### src/rtl/lut4v_pkg.sv
package lut4v_pkg;

  typedef enum logic [1:0] {
    LV_LOW  = 2'b00,
    LV_HIGH = 2'b01,
    LV_UNK  = 2'b10,
    LV_HIZ  = 2'b11
  } lv_code_e;

  typedef struct packed {
    logic oe;
    logic unk;
    logic val;
  } pin_drive_t;

  function automatic pin_drive_t code_to_drive(input logic [1:0] code, input logic force_unk);
    pin_drive_t d;
    if (force_unk) begin
      d = '{oe: 1'b1, unk: 1'b1, val: 1'b0};
    end else begin
      unique case (lv_code_e'(code))
        LV_LOW:  d = '{oe: 1'b1, unk: 1'b0, val: 1'b0};
        LV_HIGH: d = '{oe: 1'b1, unk: 1'b0, val: 1'b1};
        LV_UNK:  d = '{oe: 1'b1, unk: 1'b1, val: 1'b0};
        default: d = '{oe: 1'b0, unk: 1'b0, val: 1'b0};
      endcase
    end
    return d;
  endfunction

endpackage

### src/rtl/lut4v_rst_sync.sv
module lut4v_rst_sync (
  input  logic clk,
  input  logic rst_n,
  output logic rst_n_sync
);
  logic meta_q;
  logic hold_q;

  always_ff @(posedge clk or negedge rst_n) begin
    if (!rst_n) begin
      meta_q <= 1'b0;
      hold_q <= 1'b0;
    end else begin
      meta_q <= 1'b1;
      hold_q <= meta_q;
    end
  end

  assign rst_n_sync = hold_q;
endmodule

### src/rtl/lut4v_store.sv
module lut4v_store #(
  parameter int N_IN  = 3,
  parameter int M_OUT = 2,
  parameter int AW    = 5
) (
  input  logic                               clk,
  input  logic                               rst_n,
  input  logic                               wr_en,
  input  logic [AW-1:0]                      wr_addr,
  input  logic [1:0]                         wr_code,
  output logic [(M_OUT<<N_IN)-1:0][1:0]      tbl
);
  localparam int DEPTH = M_OUT << N_IN;

  logic [DEPTH-1:0][1:0] tbl_q;
  logic [DEPTH-1:0][1:0] tbl_d;
  logic                  tbl_ce;

  // next state: address compare per entry, so out-of-range addresses hit nothing
  always_comb begin
    tbl_d  = tbl_q;
    tbl_ce = 1'b0;
    for (int i = 0; i < DEPTH; i++) begin
      if (wr_en && (wr_addr == AW'(i))) begin
        tbl_d[i] = wr_code;
        tbl_ce   = 1'b1;
      end
    end
  end

  always_ff @(posedge clk or negedge rst_n) begin
    if (!rst_n) begin
      tbl_q <= '0;
    end else if (tbl_ce) begin
      tbl_q <= tbl_d;
    end
  end

  assign tbl = tbl_q;
endmodule

### src/rtl/lut4v_eval.sv
module lut4v_eval
  import lut4v_pkg::*;
#(
  parameter int N_IN  = 3,
  parameter int M_OUT = 2
) (
  input  logic [(M_OUT<<N_IN)-1:0][1:0] tbl,
  input  logic [N_IN-1:0]               in_val,
  input  logic [N_IN-1:0]               in_unk,
  output pin_drive_t [M_OUT-1:0]        drv
);
  localparam int GRP = 1 << N_IN;

  logic any_unk;
  assign any_unk = |in_unk;

  for (genvar k = 0; k < M_OUT; k++) begin : g_out
    logic [GRP-1:0][1:0] grp;
    logic [1:0]          sel;
    assign grp    = tbl[k*GRP +: GRP];
    assign sel    = grp[in_val];
    assign drv[k] = code_to_drive(sel, any_unk);
  end
endmodule

### src/rtl/lut4v_drvreg.sv
module lut4v_drvreg
  import lut4v_pkg::*;
#(
  parameter int M_OUT = 2
) (
  input  logic                    clk,
  input  logic                    rst_n,
  input  pin_drive_t [M_OUT-1:0]  d,
  output pin_drive_t [M_OUT-1:0]  q
);
  pin_drive_t [M_OUT-1:0] q_r;

  always_ff @(posedge clk or negedge rst_n) begin
    if (!rst_n) begin
      q_r <= '0;
    end else begin
      q_r <= d;
    end
  end

  assign q = q_r;
endmodule

### src/rtl/cfg_lut4v.sv
module cfg_lut4v
  import lut4v_pkg::*;
#(
  parameter int N_IN  = 3,
  parameter int M_OUT = 2,
  parameter int AW    = $clog2(M_OUT << N_IN) + 1
) (
  input  logic             clk,
  input  logic             rst_n,
  input  logic [N_IN-1:0]  in_val,
  input  logic [N_IN-1:0]  in_unk,
  input  logic             wr_en,
  input  logic [AW-1:0]    wr_addr,
  input  logic [1:0]       wr_code,
  output logic [M_OUT-1:0] out_val,
  output logic [M_OUT-1:0] out_unk,
  output logic [M_OUT-1:0] out_oe
);
  localparam int DEPTH = M_OUT << N_IN;

  logic                   rst_n_sync;
  logic [DEPTH-1:0][1:0]  tbl;
  pin_drive_t [M_OUT-1:0] drv_d;
  pin_drive_t [M_OUT-1:0] drv_q;

  lut4v_rst_sync u_rst (
    .clk        (clk),
    .rst_n      (rst_n),
    .rst_n_sync (rst_n_sync)
  );

  lut4v_store #(.N_IN(N_IN), .M_OUT(M_OUT), .AW(AW)) u_store (
    .clk     (clk),
    .rst_n   (rst_n_sync),
    .wr_en   (wr_en),
    .wr_addr (wr_addr),
    .wr_code (wr_code),
    .tbl     (tbl)
  );

  lut4v_eval #(.N_IN(N_IN), .M_OUT(M_OUT)) u_eval (
    .tbl    (tbl),
    .in_val (in_val),
    .in_unk (in_unk),
    .drv    (drv_d)
  );

  lut4v_drvreg #(.M_OUT(M_OUT)) u_oreg (
    .clk   (clk),
    .rst_n (rst_n_sync),
    .d     (drv_d),
    .q     (drv_q)
  );

  for (genvar k = 0; k < M_OUT; k++) begin : g_pin
    assign out_val[k] = drv_q[k].val;
    assign out_unk[k] = drv_q[k].unk;
    assign out_oe[k]  = drv_q[k].oe;
  end
endmodule

### config.mk
export PLATFORM = sky130hd
export DESIGN_NAME = cfg_lut4v
export DESIGN_NICKNAME = d
export VERILOG_FILES = /design/src/rtl/lut4v_pkg.sv /design/src/rtl/lut4v_rst_sync.sv /design/src/rtl/lut4v_store.sv /design/src/rtl/lut4v_eval.sv /design/src/rtl/lut4v_drvreg.sv /design/src/rtl/cfg_lut4v.sv
export SDC_FILE = /design/constraint.sdc
export NUM_CORES = 1
export LEC_CHECK = 0
export BUFFER_PORTS_ARGS = -buffer_cell sky130_fd_sc_hd__buf_4
export CELL_PAD_IN_SITES_DETAIL_PLACEMENT = 2
export CELL_PAD_IN_SITES_GLOBAL_PLACEMENT = 2
export CORE_MARGIN = 2
export CORE_UTILIZATION = 30
export DETAILED_ROUTE_END_ITERATION = 8
export GPL_TIMING_DRIVEN = 0
export HOLD_SLACK_MARGIN = 0.05
export MAX_ROUTING_LAYER = met4
export PLACE_DENSITY = 0.68
export SETUP_SLACK_MARGIN = 0.02
export SYNTH_ARGS = -nofsm -noshare
export SYNTH_HDL_FRONTEND = slang
export SYNTH_SLANG_ARGS = --single-unit
### constraint.sdc
create_clock -name clk -period 2.2 [get_ports clk]
set_clock_uncertainty 0.2 [all_clocks]
set_input_delay 0.44 -clock clk [delete_from_list [all_inputs] [get_ports clk]]
set_output_delay 0.44 -clock clk [all_outputs]
set_load 0.02 [all_outputs]
* After elaboration in Yosys (flattened, before gate mapping) *
Cells that the tools add are included.

storage, ports and cells
  register bits after elaboration = 40
  input port bits = 16

cells by class
  order comparisons = 1
  eq/ne operators = 19
  multiplexer cells = 24
  reductions and logical operators = 36

operators by type and width
  cell                                                        count
  == test 5 x 4 -> 1 bit, second input constant               8
  AND reduction 2 bit                                         16
  == test 5 x 3 -> 1 bit, second input constant               4
  case mux 3 bit (3 select lines)                             2
  logical AND 1 bit                                           16
  2-to-1 mux 1 bit                                            16
  binary-select mux 2 bit (select 3 bit)                      2
  == test 5 x 2 -> 1 bit, second input constant               2
  2-to-1 mux 3 bit                                            2
  == test 5 x 1 -> 1 bit, second input constant               1
  logical NOT 5 bit                                           1
  == test 2 x 1 -> 1 bit, second input constant               2
  == test 2 bit, second input constant                        2
  logical NOT 2 bit                                           2
  less-than comparator 3 x 4 -> 1 bit, second input constant  1
  2-to-1 mux 2 bit                                            2
  OR reduction 3 bit                                          1

* Logic depth before layout (Yosys ltp) *
Gate-level depths: netlist of run 1.

  word-level depth = 19
  gate-level depth with buffers = 4
  mapped depth without buffers = 3

* By module *
Synthesis of run 1 repeated with hierarchy kept, for this count alone.

second synthesis, totals
  cell total of the unflattened synthesis = 121
  area total of the unflattened synthesis = 1868.0 sq um

by module, submodules not included
  module          times used  cells each  area an instance (sq um)  seq. area each (sq um)
  lut4v_store     1           90          1341.3                    800.8
  lut4v_eval      1           22          322.8                     0.0
  lut4v_drvreg    1           6           150.1                     150.1
  lut4v_rst_sync  1           3           53.8                      50.0

* Worst setup path before layout of run 1 *
No wires, ideal clock.

  path kind = input-to-reg
  start point = input in_val[0]
  end point = register u_oreg.q_r (netlist bit u_oreg.q[0])
  arrival = 1.578 ns
  path slack = 0.355 ns
  stages on the path = 4
  buffers on the path = 1
  cells stage by stage = buf_6 mux4_1 mux2_2 and3b_1

RTL lines
  element                 RTL line            RTL
  start: declaration      cfg_lut4v.sv:10     input logic [N_IN-1:0] in_val,
  end signal: assignment  lut4v_drvreg.sv:15  q_r <= '0;
  end signal: assignment  lut4v_drvreg.sv:17  q_r <= d;
  end: declaration        lut4v_drvreg.sv:11  pin_drive_t [M_OUT-1:0] q_r;

* Worst setup path in the final report of run 1 *
  start point = input wr_addr[3]
  end point = register u_store.tbl_q (netlist bit u_store.tbl[6])

on the way
  longest elaborated chain between the ends = 19

ends and longest elaborated chain
  element                                 RTL line           RTL
  start: declaration                      cfg_lut4v.sv:13    input logic [AW-1:0] wr_addr,
  logical NOT 5 bit                       lut4v_store.sv:24  if (wr_en && (wr_addr == AW'(i))) begin
  logical AND 1 bit                       lut4v_store.sv:24
  2-to-1 mux 1 bit (16 in a row)          lut4v_store.sv:24
  AND reduction 2 bit (no source line) *  --
  end signal: assignment                  lut4v_store.sv:35  tbl_q <= tbl_d;
  end: declaration                        lut4v_store.sv:15  logic [DEPTH-1:0][1:0] tbl_q;

Mark *: on every way between the ends. The rest lies on a longest branch, timed or not.
A chain may end at the register's enable or synchronous reset.

==> metrics, run 1 <==
status finished clean; CTS buffer count 5; initial DRC count 69; maximum fanout along the worst path 7; Placement Cell Area around 2100 um2; DRT Wirelength between 4 and 5 mm; synth top area cells dfrtp_1 (54%), mux2_2 (21%), mux4_1 (8.5%); r2r worst-path depth 3; fin nets around 170; diode count 0; Final Power 0.001717 W; Clock Path Buffers 2; #FFs+latches synth 40; share of layout cells above drive strength 1 0.3974; RePlAce Congestion approximately 0.77; critical path class in2reg; register area share after synthesis 0.5424; CTS tree yes; max_cap viols 0; net count after synthesis between 100 and 150; worst endpoint data arrival time roughly 1.9 ns; Distinct cells, synth 21; Slew @ Worst Pin about 0.84 ns; I/O Pins 22; chip height roughly 80 um; critical path launch point type input port; post-cts sizing count 0; initial antenna violation count 0; Core Area between 5000 and 6000 um2; P&R area growth vs syn 18.71%; WHS Endpoint u_rst.rst_n_sync$_DFF_PN0_; Final min period 1.921 ns; Synth Instances 127; Yosys top cell area share 0.5424; GRT Util Overall 0.1545; dpl hpwl between 3 and 4 mm; crit share post-route 0.8731; clock sinks 40; Synth Cell Area approximately 1800 um2; hold path depth 0; Crit path required time approximately 2.2 ns; vias per cell 5.048; DR WL/cell ~19 um; max_slew headroom 0.4395; H-tree depth 2; setup bufs post-CTS 0; DIE WIDTH between 80 and 90 um; Reg2Reg Setup Slack between 0.5 and 0.6 ns; Worst VDD drop about 0.00024 V; most area-hungry cell type in the Yosys netlist dfrtp_1; syn_area_per_cell roughly 15 um2; max incr delay on CP ~0.63 ns; RSZ-0062 raised after global routing false; CTS clk-pin slew, worst paths about 0.07 ns; R2R Path End u_oreg.q[0]$_DFF_PN0_; CTS Root Cell clkbuf_8; final slew viol count 0; slowest stage cell, crit path nor4b_1; Power per Cell Area 783.5 nW/um2; DRT Pass-1 Iters 4; Remaining DRCs 0; worst r2r src u_store.tbl[3]$_DFFE_PN0P_; Final Cell Area approximately 2200 um2; PortBufs 20; critical path, cell by cell buf_4, nor4b_1, and3_1, mux2_2; Post-DRT Antenna Nets 0; Synth Warn # 0; final setup violation count 0; die area roughly 6800 um2; vias in the first global route ~1400; Hold WC Path Type reg2reg; Final Core Density 0.3700; first-pass GRT wire length 7.217 mm; starting density of the core 0.3117; hold buffers post-CTS 1; clk_lat worst skew 0.29 ns; Vias roughly 1200; final setup TNS 0 ns; fmax around 0.52 GHz; WHS between 0.15 and 0.2 ns; Crit. End Element register; hold_sp u_rst.meta_q$_DFF_PN0_; FP Rows 28; leakage around 1 nW; Overflow after GRT 0; Final Hold Fails 0; pin count of the biggest net entering global routing 39
==> worst max-delay path, delay by kind of cell <==
| kind | cells | cell delay [ns] |
|---|---|---|
| buf+inv | 1 | 0.14 |
| mux | 1 | 0.36 |
| simple gates | 2 | 0.96 |
==> layout by cell type (no fill, tap or decap), drive strengths merged <==
cell / netlist / routed
and3b: 2 / 2
dfrtp: 40 / 40
inv: 1 / 1
nand3b: 2 / 2
a2bb2oi: 4 / 4
nand4b: 1 / 1
nand3: 2 / 2
mux4: 6 / 6
nand2: 8 / 8
and3: 4 / 4
or3: 1 / 1
a21oi: 2 / 2
clkbuf: 2 / 10
conb: 1 / 1
nor4b: 2 / 2
nor2b: 5 / 5
dlygate4sd3: 0 / 1
mux2i: 4 / 4
buf: 1 / 21
nor4bb: 2 / 2
mux2: 34 / 34
nor2: 3 / 3
==> worst max-delay path by stage <==
stage / endpoint / start / cells after the start / slack, ns
2_1_floorplan: u_oreg.q[0]$_DFF_PN0_ / in_val[0] / 4 / 0.36
6_report: u_store.tbl[6]$_DFFE_PN0P_ / wr_addr[3] / 4 / 0.28
5_1_grt: u_store.tbl[6]$_DFFE_PN0P_ / wr_addr[3] / 4 / 0.16
3_5_place_dp: u_store.tbl[6]$_DFFE_PN0P_ / wr_addr[3] / 4 / -0.007
3_3_place_gp: u_store.tbl[28]$_DFFE_PN0P_ / wr_addr[0] / 4 / 0.08
4_1_cts: u_store.tbl[6]$_DFFE_PN0P_ / wr_addr[3] / 4 / 0.29
==> final cells by class <==
cell class                      instances  area, um2
Timing Repair Buffer                   21      160.2
Clock buffer                            8      90.09
Inverter                                1      3.754
Fill cell                             606       3730
Sequential cell                        40       1002
Multi-Input combinational cell         83      822.0
Tap cell                               75      93.84
Buffer                                  3      18.77
==> cells in the mapped netlist <==
master,instances
nand3b_1,2
nand2_1,8
nor2b_1,5
conb_1,1
nor4bb_1,2
mux2_2,34
a21oi_1,2
a2bb2oi_1,4
dfrtp_1,40
and3b_1,2
clkbuf_1,2
nor2_1,3
or3_1,1
inv_1,1
buf_6,1
nand4b_1,1
mux4_1,6
and3_1,4
nand3_1,2
nor4b_1,2
mux2i_1,4
==> per-stage QoR <==
stage	instances	setup WS (ns)
3_3_place_gp	222	0.08041
3_5_place_dp	222	-0.006700
6_report	231	0.2791
5_1_grt	231	0.1586
4_1_cts	231	0.2902
2_1_floorplan	127	0.3553
==> power by group <==
group	internal (W)	leakage, nW	switching [W]
sequential	0.000856	0.496	0.0000732
combinational	0.000181	0.460	0.000109
clock	0.000256	0.0455	0.000241
total	0.00129	1.00	0.000424
==> layer usage <==
layer,track usage,routed length (um),vias to the layer above
met5,-,0,-
met4,0.04500,51,0
met3,0.04348,184,6
met2,0.2597,2273,24
met1,0.1804,1861,610
li1,-,-,526
==> kinds of logic after synthesis <==
kind of cell | share of synthesized area
AO/OA/AOI/OAI | 0.02441
buffers and inverters | 0.01220
flip-flops | 0.5424
multiplexers | 0.3146
other | 0.002032
AND/OR/NAND/NOR | 0.1044
==> registers in the layout, indices dropped and copies added (netlist names) <==
register and count:
u_rst.rst_n_sync 1, u_oreg.q 6, u_store.tbl 32, u_rst.meta_q 1
No activity file was read; power rests on OpenSTA's default activity.
==> run 2: changes to the inputs <==
--- a/config.mk
+++ b/config.mk
@@ -14,7 +14,7 @@
 export GPL_TIMING_DRIVEN = 0
 export HOLD_SLACK_MARGIN = 0.05
 export MAX_ROUTING_LAYER = met4
-export PLACE_DENSITY = 0.68
+export PLACE_DENSITY = 0.67
 export SETUP_SLACK_MARGIN = 0.02
 export SYNTH_ARGS = -nofsm -noshare
 export SYNTH_HDL_FRONTEND = slang
==> constraint.sdc (replaced) <==
create_clock -name clk -period 1.8 [get_ports clk]
set_clock_uncertainty 0.2 [all_clocks]
set_input_delay 0.36 -clock clk [delete_from_list [all_inputs] [get_ports clk]]
set_output_delay 0.36 -clock clk [all_outputs]
set_load 0.02 [all_outputs]
==> run 2 against run 1 <==
Compared with the run above: wire length grew 2.4%; count of clock-buffer cells in the layout is the same; non-clock buffer count is the same; via count grew 0.34%; register-to-register slack lost 0.46 ns; die area is the same; sequential share of layout area shrank 0.26 points; critical path type unchanged; critical endpoint is now u_store.tbl[25]$_DFFE_PN0P_; largest power group unchanged.
==> metrics, run 2 (same netlist as run 1, synthesis figures left out) <==
CTS buffer count 5; met3 WL post-DR 107 um; max_slew headroom 0.4302; Hold WC Path Type reg2reg; Overflow after GRT 0; commonest non-fill, non-tap cell in the layout dfrtp_1; Vias roughly 1200; Slew @ Worst Pin about 0.85 ns; cell count after placement between 200 and 250; dpl hpwl 3.290 mm; vias per cell slightly above 5; Final Hold Fails 0; final slew viol count 0; initial antenna violation count 0; highest metal used met4; Post-DRT Antenna Nets 0; DR WL/cell a little under 20 um; maximum fanout along the worst path 8; die area between 6000 and 7000 um2; Worst VDD drop between 0.0003 and 0.0004 V; non-filler cells, final 231; FP Rows 28; initial DRC count between 50 and 60; number of flip-flops in the largest register 32; clk_lat worst skew around 0.29 ns; vias in the first global route 1358; share of layout cells above drive strength 1 0.4103; first-pass GRT wire length 6.969 mm; P&R area growth vs syn 19.39%; clock sinks 40; pin count of the biggest net entering global routing 39; leakage 1.003 nW; most frequent cells in the layout dfrtp_1 (39), mux2_2 (34), buf_4 (20), nand2_1 (8); final setup violation count 0; Final min period 1.736 ns; WHS around 0.16 ns; starting density of the core 0.3117; critical path class in2reg; diode count 0; Crit path required time about 1.8 ns; critical path launch point type input port; chip height slightly above 80 um; H-tree depth 2; Power per Cell Area just under 1000 nW/um2; Core Area 5921 um2; worst endpoint data arrival time 1.72 ns; Filler cells ~620; status finished clean; CTS clk-pin slew, worst paths 0.08 ns; max_cap viols 0; DRT Wirelength between 4 and 5 mm; DIE WIDTH about 80 um; DRT Pass-1 Iters 3; Crit. End Element register; GRT Util Overall 0.1478; fin nets 171; crit share post-route 0.9643; I/O Pins 22; Remaining DRCs 0; Clock Path Buffers 2; CTS tree yes; fmax 0.5761 GHz; CTS Root Cell clkbuf_8; met1 WL about 1.9 mm; RePlAce Congestion between 0.7 and 0.8; met2 routed WL approximately 2.4 mm; PortBufs 20
## run 2: cell counts in the layout (fill, tap and decap cells not counted)
No cell type changed its count.
## run 2: layer usage
| layer | GRT usage | up-vias |
|---|---|---|
| met2 | 0.2661 | 23 |
| met4 | 0.05167 | 0 |
| met3 | 0.02609 | 7 |
| met1 | 0.1635 | 608 |
| li1 | - | 532 |
| met5 | - | - |
## run 2: cell type report
type / instances / area, um2 / area share
buffer: 3 / 18.77 / 0.008518
clock buffer: 8 / 90.09 / 0.04089
inverter: 1 / 3.754 / 0.001704
multi-input combinational: 83 / 834.6 / 0.3788
sequential: 40 / 1002 / 0.4549
tap: 75 / 93.84 / 0.04259
timing repair buffer: 21 / 160.2 / 0.07269
## run 2: worst paths after layout
path                                                  start  depth (start not counted)  slack (ns)                          end
worst max-delay path                             wr_addr[1]                          4        0.06  u_store.tbl[25]$_DFFE_PN0P_
worst min-delay path                 u_rst.meta_q$_DFF_PN0_                          0        0.16   u_rst.rst_n_sync$_DFF_PN0_
worst max register to register  u_store.tbl[19]$_DFFE_PN0P_                          3        0.07        u_oreg.q[3]$_DFF_PN0_
worst min register to register       u_rst.meta_q$_DFF_PN0_                          0        0.16   u_rst.rst_n_sync$_DFF_PN0_
max in group asynchronous        u_rst.rst_n_sync$_DFF_PN0_                          0        0.67        u_oreg.q[5]$_DFF_PN0_
min in group asynchronous                             rst_n                          2        0.17   u_rst.rst_n_sync$_DFF_PN0_
## run 2: metrics by stage
step | setup TNS [ns] | area, um2 | utilization | total power [W] | setup slack (ns)
final | 0 | 2203 | 0.3721 | 0.002128 | 0.06430
after global routing | -0.01537 | 2203 | 0.3721 | 0.002239 | -0.01123
after CTS | 0 | 2197 | 0.3711 | 0.002150 | 0.07157
after detailed placement | -5.140 | 2091 | 0.3531 | 0.001523 | -0.4058
after global placement | -3.441 | 2090 | 0.3529 | 0.001482 | -0.3515
after floorplan | 0 | 1846 | - | 0.001374 | 0.03526
## run 2: worst max-delay path, stage by stage
cell     delay (ns)
buf_4          0.14
nor4b_1        0.59
and3_1         0.29
mux2_2         0.34
## run 2: repair_timing
action,in CTS,in global routing
hold buffers,1,0
buffers inserted,0,0
endpoints found under the hold margin,2,0
endpoints found under the setup margin,4,2
gates resized for setup,1,1
## run 2: power by group
part / switching (W) / internal, W / leakage (nW)
sequential: 0.0000896 / 0.00105 / 0.496
clock: 0.000314 / 0.000313 / 0.0455
combinational: 0.000144 / 0.000223 / 0.462
total: 0.000547 / 0.00158 / 1.00
